[src/rtl/rb_pkg.sv]
package rb_pkg;
    localparam int ITEMS = 7;
    localparam int IDX_W = $clog2(ITEMS);
    localparam int WORDS = (ITEMS - 1) / 2;

    typedef logic [IDX_W-1:0] idx_t;
    typedef logic [ITEMS-1:0] sel_t;

    typedef struct packed {
        sel_t mask;
        idx_t ptr;
    } rb_state_t;
endpackage

[src/rtl/rb_pick.sv]
module rb_pick
    import rb_pkg::*;
(
    input  sel_t mask,
    input  idx_t start,
    output logic found,
    output idx_t idx
);
    always_comb begin
        found = 1'b0;
        idx   = '0;
        for (int i = 0; i < ITEMS; i++) begin
            int cand;
            cand = (int'(start) + i) % ITEMS;
            if (!found && mask[cand]) begin
                found = 1'b1;
                idx   = idx_t'(cand);
            end
        end
    end
endmodule

[src/rtl/rb_mux.sv]
module rb_mux
    import rb_pkg::*;
#(
    parameter int DATA_W = 8,
    parameter logic [DATA_W-1:0] STATUS_BYTE = 8'h5A,
    localparam int WORD_W = 2 * DATA_W
) (
    input  idx_t              sel,
    input  logic [WORD_W-1:0] cnt,
    input  logic [WORD_W-1:0] ptr_a,
    input  logic [WORD_W-1:0] ptr_b,
    output logic [DATA_W-1:0] data
);
    logic [WORD_W-1:0] words [WORDS];
    logic [DATA_W-1:0] items [ITEMS];

    assign words[0] = cnt;
    assign words[1] = ptr_a;
    assign words[2] = ptr_b;
    assign items[0] = STATUS_BYTE;

    for (genvar w = 0; w < WORDS; w++) begin : g_word
        assign items[1 + 2*w] = words[w][DATA_W-1:0];
        assign items[2 + 2*w] = words[w][WORD_W-1:DATA_W];
    end

    always_comb begin
        data = items[0];
        for (int i = 0; i < ITEMS; i++) begin
            if (int'(sel) == i) data = items[i];
        end
    end
endmodule

[src/rtl/readback_seq.sv]
module readback_seq
    import rb_pkg::*;
#(
    parameter int DATA_W = 8,
    parameter logic [DATA_W-1:0] STATUS_BYTE = 8'h5A,
    localparam int WORD_W = 2 * DATA_W
) (
    input  logic              clk,
    input  logic              rst_n,
    input  logic              mask_load,
    input  logic [ITEMS-1:0]  mask_in,
    input  logic              rd_strobe,
    input  logic [WORD_W-1:0] byte_cnt,
    input  logic [WORD_W-1:0] addr_a,
    input  logic [WORD_W-1:0] addr_b,
    output logic [DATA_W-1:0] rd_data
);
    localparam logic [DATA_W-1:0] EMPTY_DATA = '1;

    rb_state_t st_d, st_q;
    idx_t      succ_start;
    idx_t      load_idx, succ_idx;
    logic      load_found, succ_found;
    logic [DATA_W-1:0] item_data;

    assign succ_start = (int'(st_q.ptr) == ITEMS - 1) ? '0 : st_q.ptr + idx_t'(1);

    rb_pick i_pick_load (
        .mask  (mask_in),
        .start ('0),
        .found (load_found),
        .idx   (load_idx)
    );

    rb_pick i_pick_succ (
        .mask  (st_q.mask),
        .start (succ_start),
        .found (succ_found),
        .idx   (succ_idx)
    );

    rb_mux #(.DATA_W(DATA_W), .STATUS_BYTE(STATUS_BYTE)) i_mux (
        .sel   (st_q.ptr),
        .cnt   (byte_cnt),
        .ptr_a (addr_a),
        .ptr_b (addr_b),
        .data  (item_data)
    );

    always_comb begin
        st_d = st_q;
        if (mask_load) begin
            st_d.mask = mask_in;
            st_d.ptr  = load_found ? load_idx : '0;
        end else if (rd_strobe && succ_found) begin
            st_d.ptr  = succ_idx;
        end
    end

    always_ff @(posedge clk) begin
        if (!rst_n) begin
            st_q.mask <= '1;
            st_q.ptr  <= '0;
        end else begin
            st_q <= st_d;
        end
    end

    assign rd_data = (st_q.mask == '0) ? EMPTY_DATA : item_data;

    // the position always rests on an enabled item
    ptr_enabled_chk: assert property (@(posedge clk) disable iff (!rst_n)
        (st_q.mask != '0) |-> st_q.mask[st_q.ptr]);


    ptr_moves_chk: assert property (@(posedge clk) disable iff (!rst_n)
        (rd_strobe && !mask_load && $countones(st_q.mask) > 1) |=> (st_q.ptr != $past(st_q.ptr)));


    single_item_chk: assert property (@(posedge clk) disable iff (!rst_n)
        (!mask_load && $countones(st_q.mask) == 1) |=> $stable(st_q.ptr));


    empty_frozen_chk: assert property (@(posedge clk) disable iff (!rst_n)
        (st_q.mask == '0 && !mask_load) |=> $stable(st_q.ptr));


    empty_data_chk: assert property (@(posedge clk) disable iff (!rst_n)
        (st_q.mask == '0) |-> (rd_data == EMPTY_DATA));


    load_first_chk: assert property (@(posedge clk) disable iff (!rst_n)
        (mask_load && mask_in[0]) |=> (st_q.ptr == '0 && st_q.mask == $past(mask_in)));


    status_chk: assert property (@(posedge clk) disable iff (!rst_n)
        (st_q.mask != '0 && st_q.ptr == '0) |-> (rd_data == STATUS_BYTE));
endmodule

[config.mk]
export PLATFORM = sky130hd
export DESIGN_NAME = readback_seq
export DESIGN_NICKNAME = d
export VERILOG_FILES = /design/src/rtl/rb_pkg.sv /design/src/rtl/rb_pick.sv /design/src/rtl/rb_mux.sv /design/src/rtl/readback_seq.sv
export SDC_FILE = /design/constraint.sdc
export NUM_CORES = 1
export LEC_CHECK = 0
export CORE_UTILIZATION = 45
export DETAILED_ROUTE_END_ITERATION = 10
export GPL_ROUTABILITY_DRIVEN = 1
export GPL_TIMING_DRIVEN = 0
export PLACE_DENSITY = 0.66
export SYNTH_ARGS = -nofsm -noshare
export SYNTH_HDL_FRONTEND = slang
export SYNTH_HIERARCHICAL = 1
export SYNTH_SLANG_ARGS = --single-unit
export TNS_END_PERCENT = 50
[constraint.sdc]
create_clock -name clk -period 7 [get_ports clk]
set_input_delay 2.1 -clock clk [delete_from_list [all_inputs] [get_ports clk]]
set_output_delay 2.1 -clock clk [all_outputs]
set_load 0.01 [all_outputs]
==> results of run 1 <==
[cell families (layout without fill, tap and decap cells)]
logic type / count (synthesis) / in the layout / share of synthesized area, %
multiplexers: 77 / 77 / 15.27
buffers and inverters: 93 / 162 / 8.137
AO/OA/AOI/OAI: 267 / 267 / 34.25
other: 1 / 23 / 0.06367
adder cells (fa/ha/maj): 48 / 48 / 10.20
AND/OR/NAND/NOR: 264 / 264 / 25.01
flip-flops: 10 / 10 / 3.399
XOR/XNOR: 23 / 23 / 3.676
[metrics by stage]
stage                     area, sq um  utilization, %  worst slack (ns)  power (mW)  cells
after global routing             6927           54.67            0.3052       3.198   1046
after CTS                        6927           54.67            0.7843       2.868   1046
after floorplan                  5972               -             2.116       2.132    805
after global placement           6838           53.96            0.9157       2.692   1042
after detailed placement         6838           53.96            0.8125       2.740   1042
final                            6927           54.67            0.7126       2.948   1046
[metal layers]
layer	up-vias	share of wire, %
met4	0	1.7
met2	329	44
met5	-	0
met3	33	8.9
li1	3167	-
met1	3110	45
[layout make-up]
class                      count  area (sq um)
fill                        1266          5744
multi-input combinational    702          5293
timing repair buffer          65         650.6
buffer                        55         334.1
tap                          172         215.2
sequential                    10         200.2
inverter                      38         145.1
clock buffer                   4         88.84
[power by group through the flow]
stage | Combinational (mW) | Sequential (mW) | Clock, mW
after detailed placement | 2.65 | 0.0887 | 0
after CTS | 2.67 | 0.0876 | 0.114
after global routing | 2.99 | 0.0909 | 0.118
after floorplan | 2.05 | 0.0807 | 0
after global placement | 2.60 | 0.0874 | 0
final | 2.75 | 0.0878 | 0.112
[worst max-delay path, delay by kind of cell, from the launching register on]
kind	cells	cell delay [ns]
mux	1	0.40
fa+ha+maj	3	0.99
compound gates	6	2.51
buf+inv	5	1.10
simple gates	5	0.75
flops	1	0.43
[worst max-delay path by stage]
stage,endpoint,cells after the start
2_1_floorplan,rd_data[0],5
3_3_place_gp,st_q[1]$_SDFFE_PN0P_,20
3_5_place_dp,st_q[1]$_SDFFE_PN0P_,20
4_1_cts,st_q[1]$_SDFFE_PN0P_,20
5_1_grt,st_q[1]$_SDFFE_PN0P_,20
6_report,st_q[1]$_SDFFE_PN0P_,20
[cell usage after synthesis (9+ instances only)]
cell type | n | area, sq um
a211oi_1 | 10 | 75.07
a21o_1 | 10 | 75.07
a21oi_1 | 43 | 215.2
a31oi_1 | 16 | 100.1
and2_1 | 13 | 81.33
buf_2 | 17 | 85.08
buf_6 | 10 | 112.6
clkbuf_1 | 21 | 78.83
dfxtp_1 | 10 | 200.2
ha_1 | 48 | 600.6
inv_1 | 32 | 120.1
mux2_2 | 17 | 191.4
mux2i_1 | 48 | 480.5
nand2_1 | 51 | 191.4
nand2b_1 | 23 | 143.9
nand3_1 | 30 | 150.1
nand3b_1 | 9 | 67.56
nor2_1 | 48 | 180.2
nor2b_1 | 16 | 100.1
nor3_1 | 12 | 60.06
o211ai_1 | 14 | 105.1
o21a_1 | 9 | 67.56
o21ai_0 | 36 | 180.2
o22ai_1 | 11 | 68.82
xnor2_1 | 19 | 166.4
==> flow_metrics.env, run 1 <==
export IMPL_arrival_ns=6.44
export IMPL_critPathCaptureType="flip-flop"
export IMPL_internal_power_mw=1.319
export IMPL_synth_seq_area_share_pct=3.399
export IMPL_ant_nets=0
export IMPL_grt_use_total_pct=29.07
export IMPL_die_h_um=116.4
export IMPL_netlist_instances=783
export IMPL_wl_um=19820
export IMPL_synth_area_sq_mm=0.005889
export IMPL_top_register="st_q"
export IMPL_met1_usage_pct=40.32
export IMPL_worstPathMaxFanout=14
export IMPL_worst_r2r_cell_count=20
export IMPL_grt_max_degree=15
export IMPL_synth_edff_count=0
export IMPL_hold_path_class="flip-flop to flip-flop"
export IMPL_pwr_share_clk_pct=3.8
export IMPL_maxCapViolCount=0
export IMPL_switchingPower_mw=1.628
export IMPL_post_drt_via_cell_ratio=6.347
export IMPL_slew_headroom_pct=20.42
export IMPL_cts_sinks=10
export IMPL_cp_cell_sequence="a21oi_1 > buf_6 > inv_2 > buf_2 > ha_1 > buf_2 > inv_1 > ha_1 > ha_1 > or3b_1 > nor3_1 > a2111oi_2 > mux2_2 > a2111oi_2 > o21ai_1 > a21oi_4 > nand3_1 > nand2_1 > nand3b_1 > a31oi_1"
export IMPL_crit_type="flip-flop to flip-flop"
export IMPL_p_leak_nw=2.794
export IMPL_fin_hold_ws_ns=0.5613
export IMPL_ys_warn_count=6
export IMPL_wire_per_inst_um=18.95
export IMPL_rsz0062_at_grt="false"
export IMPL_whs_endpoint="st_q[9]$_SDFFE_PN1P_"
export IMPL_min_from="st_q[9]$_SDFFE_PN1P_"
export IMPL_drc_errors=0
export IMPL_swShare_pct=55.24
export IMPL_skew_ns=0.0003876
export IMPL_drive_gt1_share_pct=13.50
export IMPL_n_antenna_cell=0
export IMPL_r2r_slack_ns=0.71
export IMPL_ys_flop_type="dfxtp_1"
export IMPL_power_frac_comb_pct=93.2
export IMPL_cp_required_ns=7.16
export IMPL_min_path_cells=2
export IMPL_ctsHoldBuffers=0
export IMPL_post_cts_resized=0
export IMPL_p_per_area_mw_per_mm2=425.6
export IMPL_first_global_vias=6165
export IMPL_num_vias=6639
export IMPL_cts_tree="yes"
export IMPL_reg2reg_to="st_q[1]$_SDFFE_PN0P_"
export IMPL_tns_ns=0
export IMPL_die_area_sq_mm=0.01355
export IMPL_outcome="complete, no violations"
export IMPL_htree_num_levels=1
export IMPL_io_buffers=65
export IMPL_start_util_pct=46.48
export IMPL_coreArea_sq_mm=0.01267
export IMPL_cpMostUsedCell="ha_1"
export IMPL_startpoint="st_q[1]$_SDFFE_PN0P_"
export IMPL_layout_common_cells="clkdlybuf4s50_1 (65), nand2_1 (51), nor2_1 (48), mux2i_1 (48), ha_1 (48)"
export IMPL_worstSkewPairLatency_ns=0.24
export IMPL_slew_violations=0
export IMPL_clock_fmax_mhz=159.0
export IMPL_placementRows=41
export IMPL_grt_pass1_wl_um=31340
export IMPL_postCtsSetupBuffers=0
export IMPL_synth_cell_types=103
export IMPL_cts_buffer_depth=2
export IMPL_grt_antenna_before_repair=0
export IMPL_area_growth_syn_to_layout_pct=17.61
export IMPL_path_clk_slew_ns=0.04
export IMPL_grt_busiest_layer="met2"
export IMPL_hold_violations=0
export IMPL_cp_start_kind="flip-flop"
export IMPL_syn_avg_cell_area_sq_um=7.522
export IMPL_gp_congestion=1.003
export IMPL_synth_seq_cells=10
export IMPL_overflow=0
export IMPL_r2r_start="st_q[1]$_SDFFE_PN0P_"
export IMPL_slowest_delay_ns=0.96
export IMPL_hpwl_um=15560
export IMPL_cts_root_buf="clkbuf_16"
export IMPL_drt_first_pass_iters=5
export IMPL_layout_commonest_cell="clkdlybuf4s50_1"
export IMPL_die_w_um=116.4
export IMPL_period_needed_ns=6.287
export IMPL_ios=67
export IMPL_seqPwrFrac_pct=3.0
export IMPL_ir_worst_vdd_uv=297.5
export IMPL_fin_crit_sh_pct=89.82
export IMPL_worstMarginPinSlew_ns=1.194
export IMPL_numCtsBuffers=3
export IMPL_biggestRegsByFlops="st_q x10"
export IMPL_finalSetupViolCount=0
export IMPL_cp_slowest_cell="a21oi_1"
export IMPL_fin_nets=982
export IMPL_globalRouteMet3Util_pct=3.166
export IMPL_largest_register_ffs=10
export IMPL_use_met2_pct=48.05
export IMPL_synthArstFlopShare_pct=0
export IMPL_drt_iter0_markers=574
Power figures use the tool's default switching activity.
==> run 2, diff against run 1 <==
- CORE_MARGIN: not set -> 2
- PLACE_DENSITY: 0.66 -> 0.69
==> run 2 against run 1 <==
First-iteration DRC count rose by 19%. Global-route usage fell by 2.9 points. Sequential share of layout area is essentially flat. Via count down 0.72%. Clock power fell by 13%. Non-clock buffer count unchanged. Setup slack worse by 0.055 ns. Critical path type unchanged. Die area up 3.5%. Fmax decreased by 0.86%. Highest routed layer unchanged.
==> flow_metrics.env, run 2 (synthesis results as in run 1) <==
export IMPL_drt_first_pass_iters=5
export IMPL_finalSetupViolCount=0
export IMPL_cts_root_buf="clkbuf_16"
export IMPL_rsz0062_at_grt="false"
export IMPL_gp_congestion=0.9705
export IMPL_postCtsSetupBuffers=0
export IMPL_cts_tree="yes"
export IMPL_hold_path_class="flip-flop to flip-flop"
export IMPL_overflow=0
export IMPL_r2r_start="st_q[1]$_SDFFE_PN0P_"
export IMPL_worstMarginPinSlew_ns=1.181
export IMPL_cts_buffer_depth=2
export IMPL_n_antenna_cell=0
export IMPL_r2r_slack_ns=0.66
export IMPL_grt_pass1_wl_um=30670
export IMPL_finalWorstSetupSlack_ns=0.6578
export IMPL_first_global_vias=6039
export IMPL_hpwl_um=14800
export IMPL_worstPathMaxFanout=14
export IMPL_largest_register_ffs=10
export IMPL_startpoint="st_q[1]$_SDFFE_PN0P_"
export IMPL_grt_use_total_pct=26.16
export IMPL_p_leak_nw=2.787
export IMPL_die_area_sq_mm=0.01402
export IMPL_worstSkewPairLatency_ns=0.23
export IMPL_outcome="complete, no violations"
export IMPL_p_per_area_mw_per_mm2=420.9
export IMPL_ir_worst_vdd_uv=210.7
export IMPL_post_place_ws_ns=0.7777
export IMPL_reg2reg_to="st_q[1]$_SDFFE_PN0P_"
export IMPL_layout_common_cells="clkdlybuf4s50_1 (65), nand2_1 (51), nor2_1 (48), mux2i_1 (48), ha_1 (48)"
export IMPL_whs_endpoint="st_q[9]$_SDFFE_PN1P_"
export IMPL_min_path_cells=2
export IMPL_tns_ns=0
export IMPL_area_growth_syn_to_layout_pct=17.38
export IMPL_drc_errors=0
export IMPL_crit_type="flip-flop to flip-flop"
export IMPL_num_vias=6591
export IMPL_die_h_um=118.4
export IMPL_cts_sinks=10
export IMPL_seqCellArea_sq_um=200.2
export IMPL_wl_um=19060
export IMPL_path_clk_slew_ns=0.04
export IMPL_ctsHoldBuffers=0
export IMPL_multi_input_area_sq_mm=0.005293
export IMPL_coreArea_sq_mm=0.01272
export IMPL_layout_commonest_cell="clkdlybuf4s50_1"
export IMPL_min_from="st_q[9]$_SDFFE_PN1P_"
export IMPL_drive_gt1_share_pct=13.40
export IMPL_placementRows=41
export IMPL_slew_headroom_pct=21.26
export IMPL_ios=67
export IMPL_clock_fmax_mhz=157.7
export IMPL_critPathCaptureType="flip-flop"
export IMPL_numCtsBuffers=3
export IMPL_fin_crit_sh_pct=90.60
export IMPL_top_register="st_q"
export IMPL_worst_r2r_cell_count=20
export IMPL_arrival_ns=6.50
export IMPL_post_cts_resized=0
export IMPL_slew_violations=0
export IMPL_maxCapViolCount=0
export IMPL_fin_nets=982
export IMPL_io_buffers=65
export IMPL_post_drt_via_cell_ratio=6.307
export IMPL_cp_start_kind="flip-flop"
export IMPL_period_needed_ns=6.342
export IMPL_cp_required_ns=7.16
export IMPL_hold_violations=0
export IMPL_ant_nets=0
export IMPL_wire_per_inst_um=18.24
export IMPL_totalPowerFinal_mw=2.910
export IMPL_grt_max_degree=15
export IMPL_grt_antenna_before_repair=0
export IMPL_die_w_um=118.4
export IMPL_htree_num_levels=1
export IMPL_drt_iter0_markers=684
export IMPL_fillers=1299
export IMPL_biggestRegsByFlops="st_q x10"
export IMPL_start_util_pct=46.29
export IMPL_skew_ns=0.0007270
## run 2: area by class of cell
class	instances	share of cell area, %
Inverter	38	2.100
Buffer	55	4.833
Multi-Input combinational cell	702	76.56
Sequential cell	10	2.896
Timing Repair Buffer	65	9.412
Tap cell	172	3.113
Clock buffer	3	1.086
## run 2: worst max-delay path, cell delays in order (launching register included)
cell	delay (ns)
dfxtp_1	0.43
a21oi_1	0.95
buf_6	0.27
inv_2	0.05
buf_2	0.21
ha_1	0.45
buf_2	0.34
inv_1	0.26
ha_1	0.26
ha_1	0.30
or3b_1	0.19
nor3_1	0.10
a2111oi_2	0.58
mux2_2	0.41
a2111oi_2	0.38
o21ai_1	0.22
a21oi_4	0.21
nand3_1	0.20
nand2_1	0.16
nand3b_1	0.10
a31oi_1	0.18
## run 2: power by group
group / total [mW] / switching [mW] / leakage (nW) / internal [mW]
clock network: 0.0973 / 0.0235 / 0.0370 / 0.0738
logic: 2.73 / 1.56 / 2.67 / 1.16
registers: 0.0864 / 0.0199 / 0.0828 / 0.0666
## run 2: metrics by stage
step	instances	hold WS, ns	area (sq um)	utilization (%)
finish	1045	0.5446	6913	54.34
global route	1045	0.5879	6913	54.34
CTS	1045	0.5515	6913	54.34
detailed placement	1042	0.5325	6838	53.75
global placement	1042	0.5269	6838	53.75
floorplan	805	0.4855	5972	-
## run 2: how the worst max path moves through the flow
stage / end / slack, ns
after global routing: st_q[1]$_SDFFE_PN0P_ / 0.37
after global placement: st_q[1]$_SDFFE_PN0P_ / 0.77
after detailed placement: st_q[1]$_SDFFE_PN0P_ / 0.78
final: st_q[1]$_SDFFE_PN0P_ / 0.66
after floorplan: rd_data[0] / 2.12
after CTS: st_q[1]$_SDFFE_PN0P_ / 0.74
## run 2: routing by layer
layer / up-vias / global-route usage, % / share of wire [%]
met2: 303 / 41.26 / 44
met3: 30 / 4.730 / 9.3
li1: 3171 / - / -
met4: 0 / 5.804 / 1.5
met1: 3087 / 36.97 / 46
met5: - / 0 / 0
==> run 3, diff against run 2 <==
- CAP_MARGIN: not set -> 20
- SKIP_LAST_GASP: not set -> 1
==> run 3 against run 2 <==
Worst hold slack got worse by 0.0018 ns. Sequential share of layout area about the same. Critical path depth decreased by 1. Combinational power about the same. Total power up 0.34%. Die area unchanged. Cell count barely moved. Sequential power is essentially flat. Core utilization rose by 0.059 points.
==> flow_metrics.env, run 3 (synthesis results as in run 1) <==
export IMPL_cp_start_kind="flip-flop"
export IMPL_htree_num_levels=1
export IMPL_n_antenna_cell=0
export IMPL_overflow=0
export IMPL_finalSetupViolCount=0
export IMPL_skew_ns=0.0003893
export IMPL_hpwl_um=14800
export IMPL_ant_nets=0
export IMPL_biggestRegsByFlops="st_q x10"
export IMPL_ios=67
export IMPL_grt_use_total_pct=26.16
export IMPL_wire_per_inst_um=18.25
export IMPL_wl_um=19090
export IMPL_outcome="complete, no violations"
export IMPL_hold_path_class="flip-flop to flip-flop"
export IMPL_tns_ns=0
export IMPL_post_cts_resized=0
export IMPL_drc_errors=0
export IMPL_final_cells=1046
export IMPL_top_register="st_q"
export IMPL_drive_gt1_share_pct=13.50
export IMPL_fin_crit_sh_pct=87.27
export IMPL_largest_register_ffs=10
export IMPL_die_area_sq_mm=0.01402
export IMPL_grt_max_degree=15
export IMPL_path_clk_slew_ns=0.04
export IMPL_hold_violations=0
export IMPL_critPathCaptureType="flip-flop"
export IMPL_postCtsSetupBuffers=0
export IMPL_slew_violations=0
export IMPL_drt_first_pass_iters=5
export IMPL_num_vias=6630
export IMPL_cts_sinks=10
export IMPL_worstSkewPairLatency_ns=0.23
export IMPL_cts_buffer_depth=2
export IMPL_worstMarginPinSlew_ns=0.8009
export IMPL_grt_pass1_wl_um=30670
export IMPL_die_h_um=118.4
export IMPL_slew_headroom_pct=46.25
export IMPL_numCtsBuffers=3
export IMPL_maxCapViolCount=0
export IMPL_cts_tree="yes"
export IMPL_rsz0062_at_grt="false"
export IMPL_drt_iter0_markers=693
export IMPL_grt_antenna_before_repair=0
export IMPL_dpl_cell_count=1042
export IMPL_totalPowerFinal_mw=2.919
export IMPL_period_needed_ns=6.109
export IMPL_layout_common_cells="clkdlybuf4s50_1 (65), nand2_1 (51), nor2_1 (48), mux2i_1 (48), ha_1 (48)"
export IMPL_start_util_pct=46.29
export IMPL_area_growth_syn_to_layout_pct=17.51
export IMPL_cts_root_buf="clkbuf_16"
export IMPL_crit_type="flip-flop to flip-flop"
export IMPL_coreArea_sq_mm=0.01272
export IMPL_placementRows=41
export IMPL_clock_fmax_mhz=163.7
export IMPL_arrival_ns=6.27
export IMPL_layout_commonest_cell="clkdlybuf4s50_1"
export IMPL_post_drt_via_cell_ratio=6.338
export IMPL_ctsHoldBuffers=0
export IMPL_p_per_area_mw_per_mm2=421.9
export IMPL_ir_worst_vdd_uv=213.4
export IMPL_die_w_um=118.4
export IMPL_io_buffers=65
export IMPL_first_global_vias=6039
export IMPL_worstPathMaxFanout=14
export IMPL_finish_utilization_pct=54.40
export IMPL_fin_nets=983
export IMPL_cp_required_ns=7.16
export IMPL_gp_congestion=0.9705
export IMPL_p_leak_nw=2.791
-- run 3: cell count changes in the layout (fill, tap and decap cells not counted), sizes merged --
cell,previous run,this run
buf,33,34
-- run 3: per-stage QoR --
step	worst slack, ns	cell area [sq um]	hold slack (ns)
6_report	0.8911	6920	0.5428
3_5_place_dp	0.7777	6838	0.5325
5_1_grt	0.5972	6920	0.5879
2_1_floorplan	2.116	5972	0.4855
4_1_cts	0.7387	6913	0.5515
3_3_place_gp	0.7684	6838	0.5269
-- run 3: worst max-delay path, cell delays in order (launching register included) --
cell	delay, ns
dfxtp_1	0.56
mux2_2	0.39
clkbuf_1	0.42
inv_1	0.26
ha_1	0.47
buf_2	0.35
inv_1	0.27
ha_1	0.26
ha_1	0.30
or3b_1	0.18
nor3_1	0.10
a2111oi_2	0.58
mux2_2	0.41
a2111oi_2	0.38
o21ai_1	0.23
a21oi_4	0.22
nand3_1	0.20
nand2_1	0.17
nand3b_1	0.10
a31oi_1	0.18
-- run 3: area by class of cell --
class                      count  area, sq um
multi-input combinational    702         5293
sequential                    10        200.2
clock buffer                   3        75.07
timing repair buffer          66        658.1
fill                        1299         5802
buffer                        55        334.1
inverter                      38        145.1
tap                          172        215.2
-- run 3: metal layers --
layer	part of all wire, %	global-route usage (%)	up-vias
li1	-	-	3175
met1	45	36.97	3099
met2	44	41.26	325
met3	9.9	4.730	31
met4	1.4	5.804	0
met5	0	0	-
-- run 3: worst paths after layout --
path                              from                   end  slack, ns  cells past startpoint
setup / recovery  st_q[1]$_SDFFE_PN0P_  st_q[1]$_SDFFE_PN0P_       0.89                     19
hold / removal    st_q[9]$_SDFFE_PN1P_  st_q[9]$_SDFFE_PN1P_       0.54                      2
setup reg to reg  st_q[1]$_SDFFE_PN0P_  st_q[1]$_SDFFE_PN0P_       0.89                     19
hold reg to reg   st_q[9]$_SDFFE_PN1P_  st_q[9]$_SDFFE_PN1P_       0.54                      2
-- run 3: power breakdown --
part           switching, mW  total (mW)  internal, mW
logic                   1.57        2.74          1.17
registers             0.0198      0.0863        0.0666
clock network         0.0236      0.0974        0.0738
total                   1.61        2.92          1.31
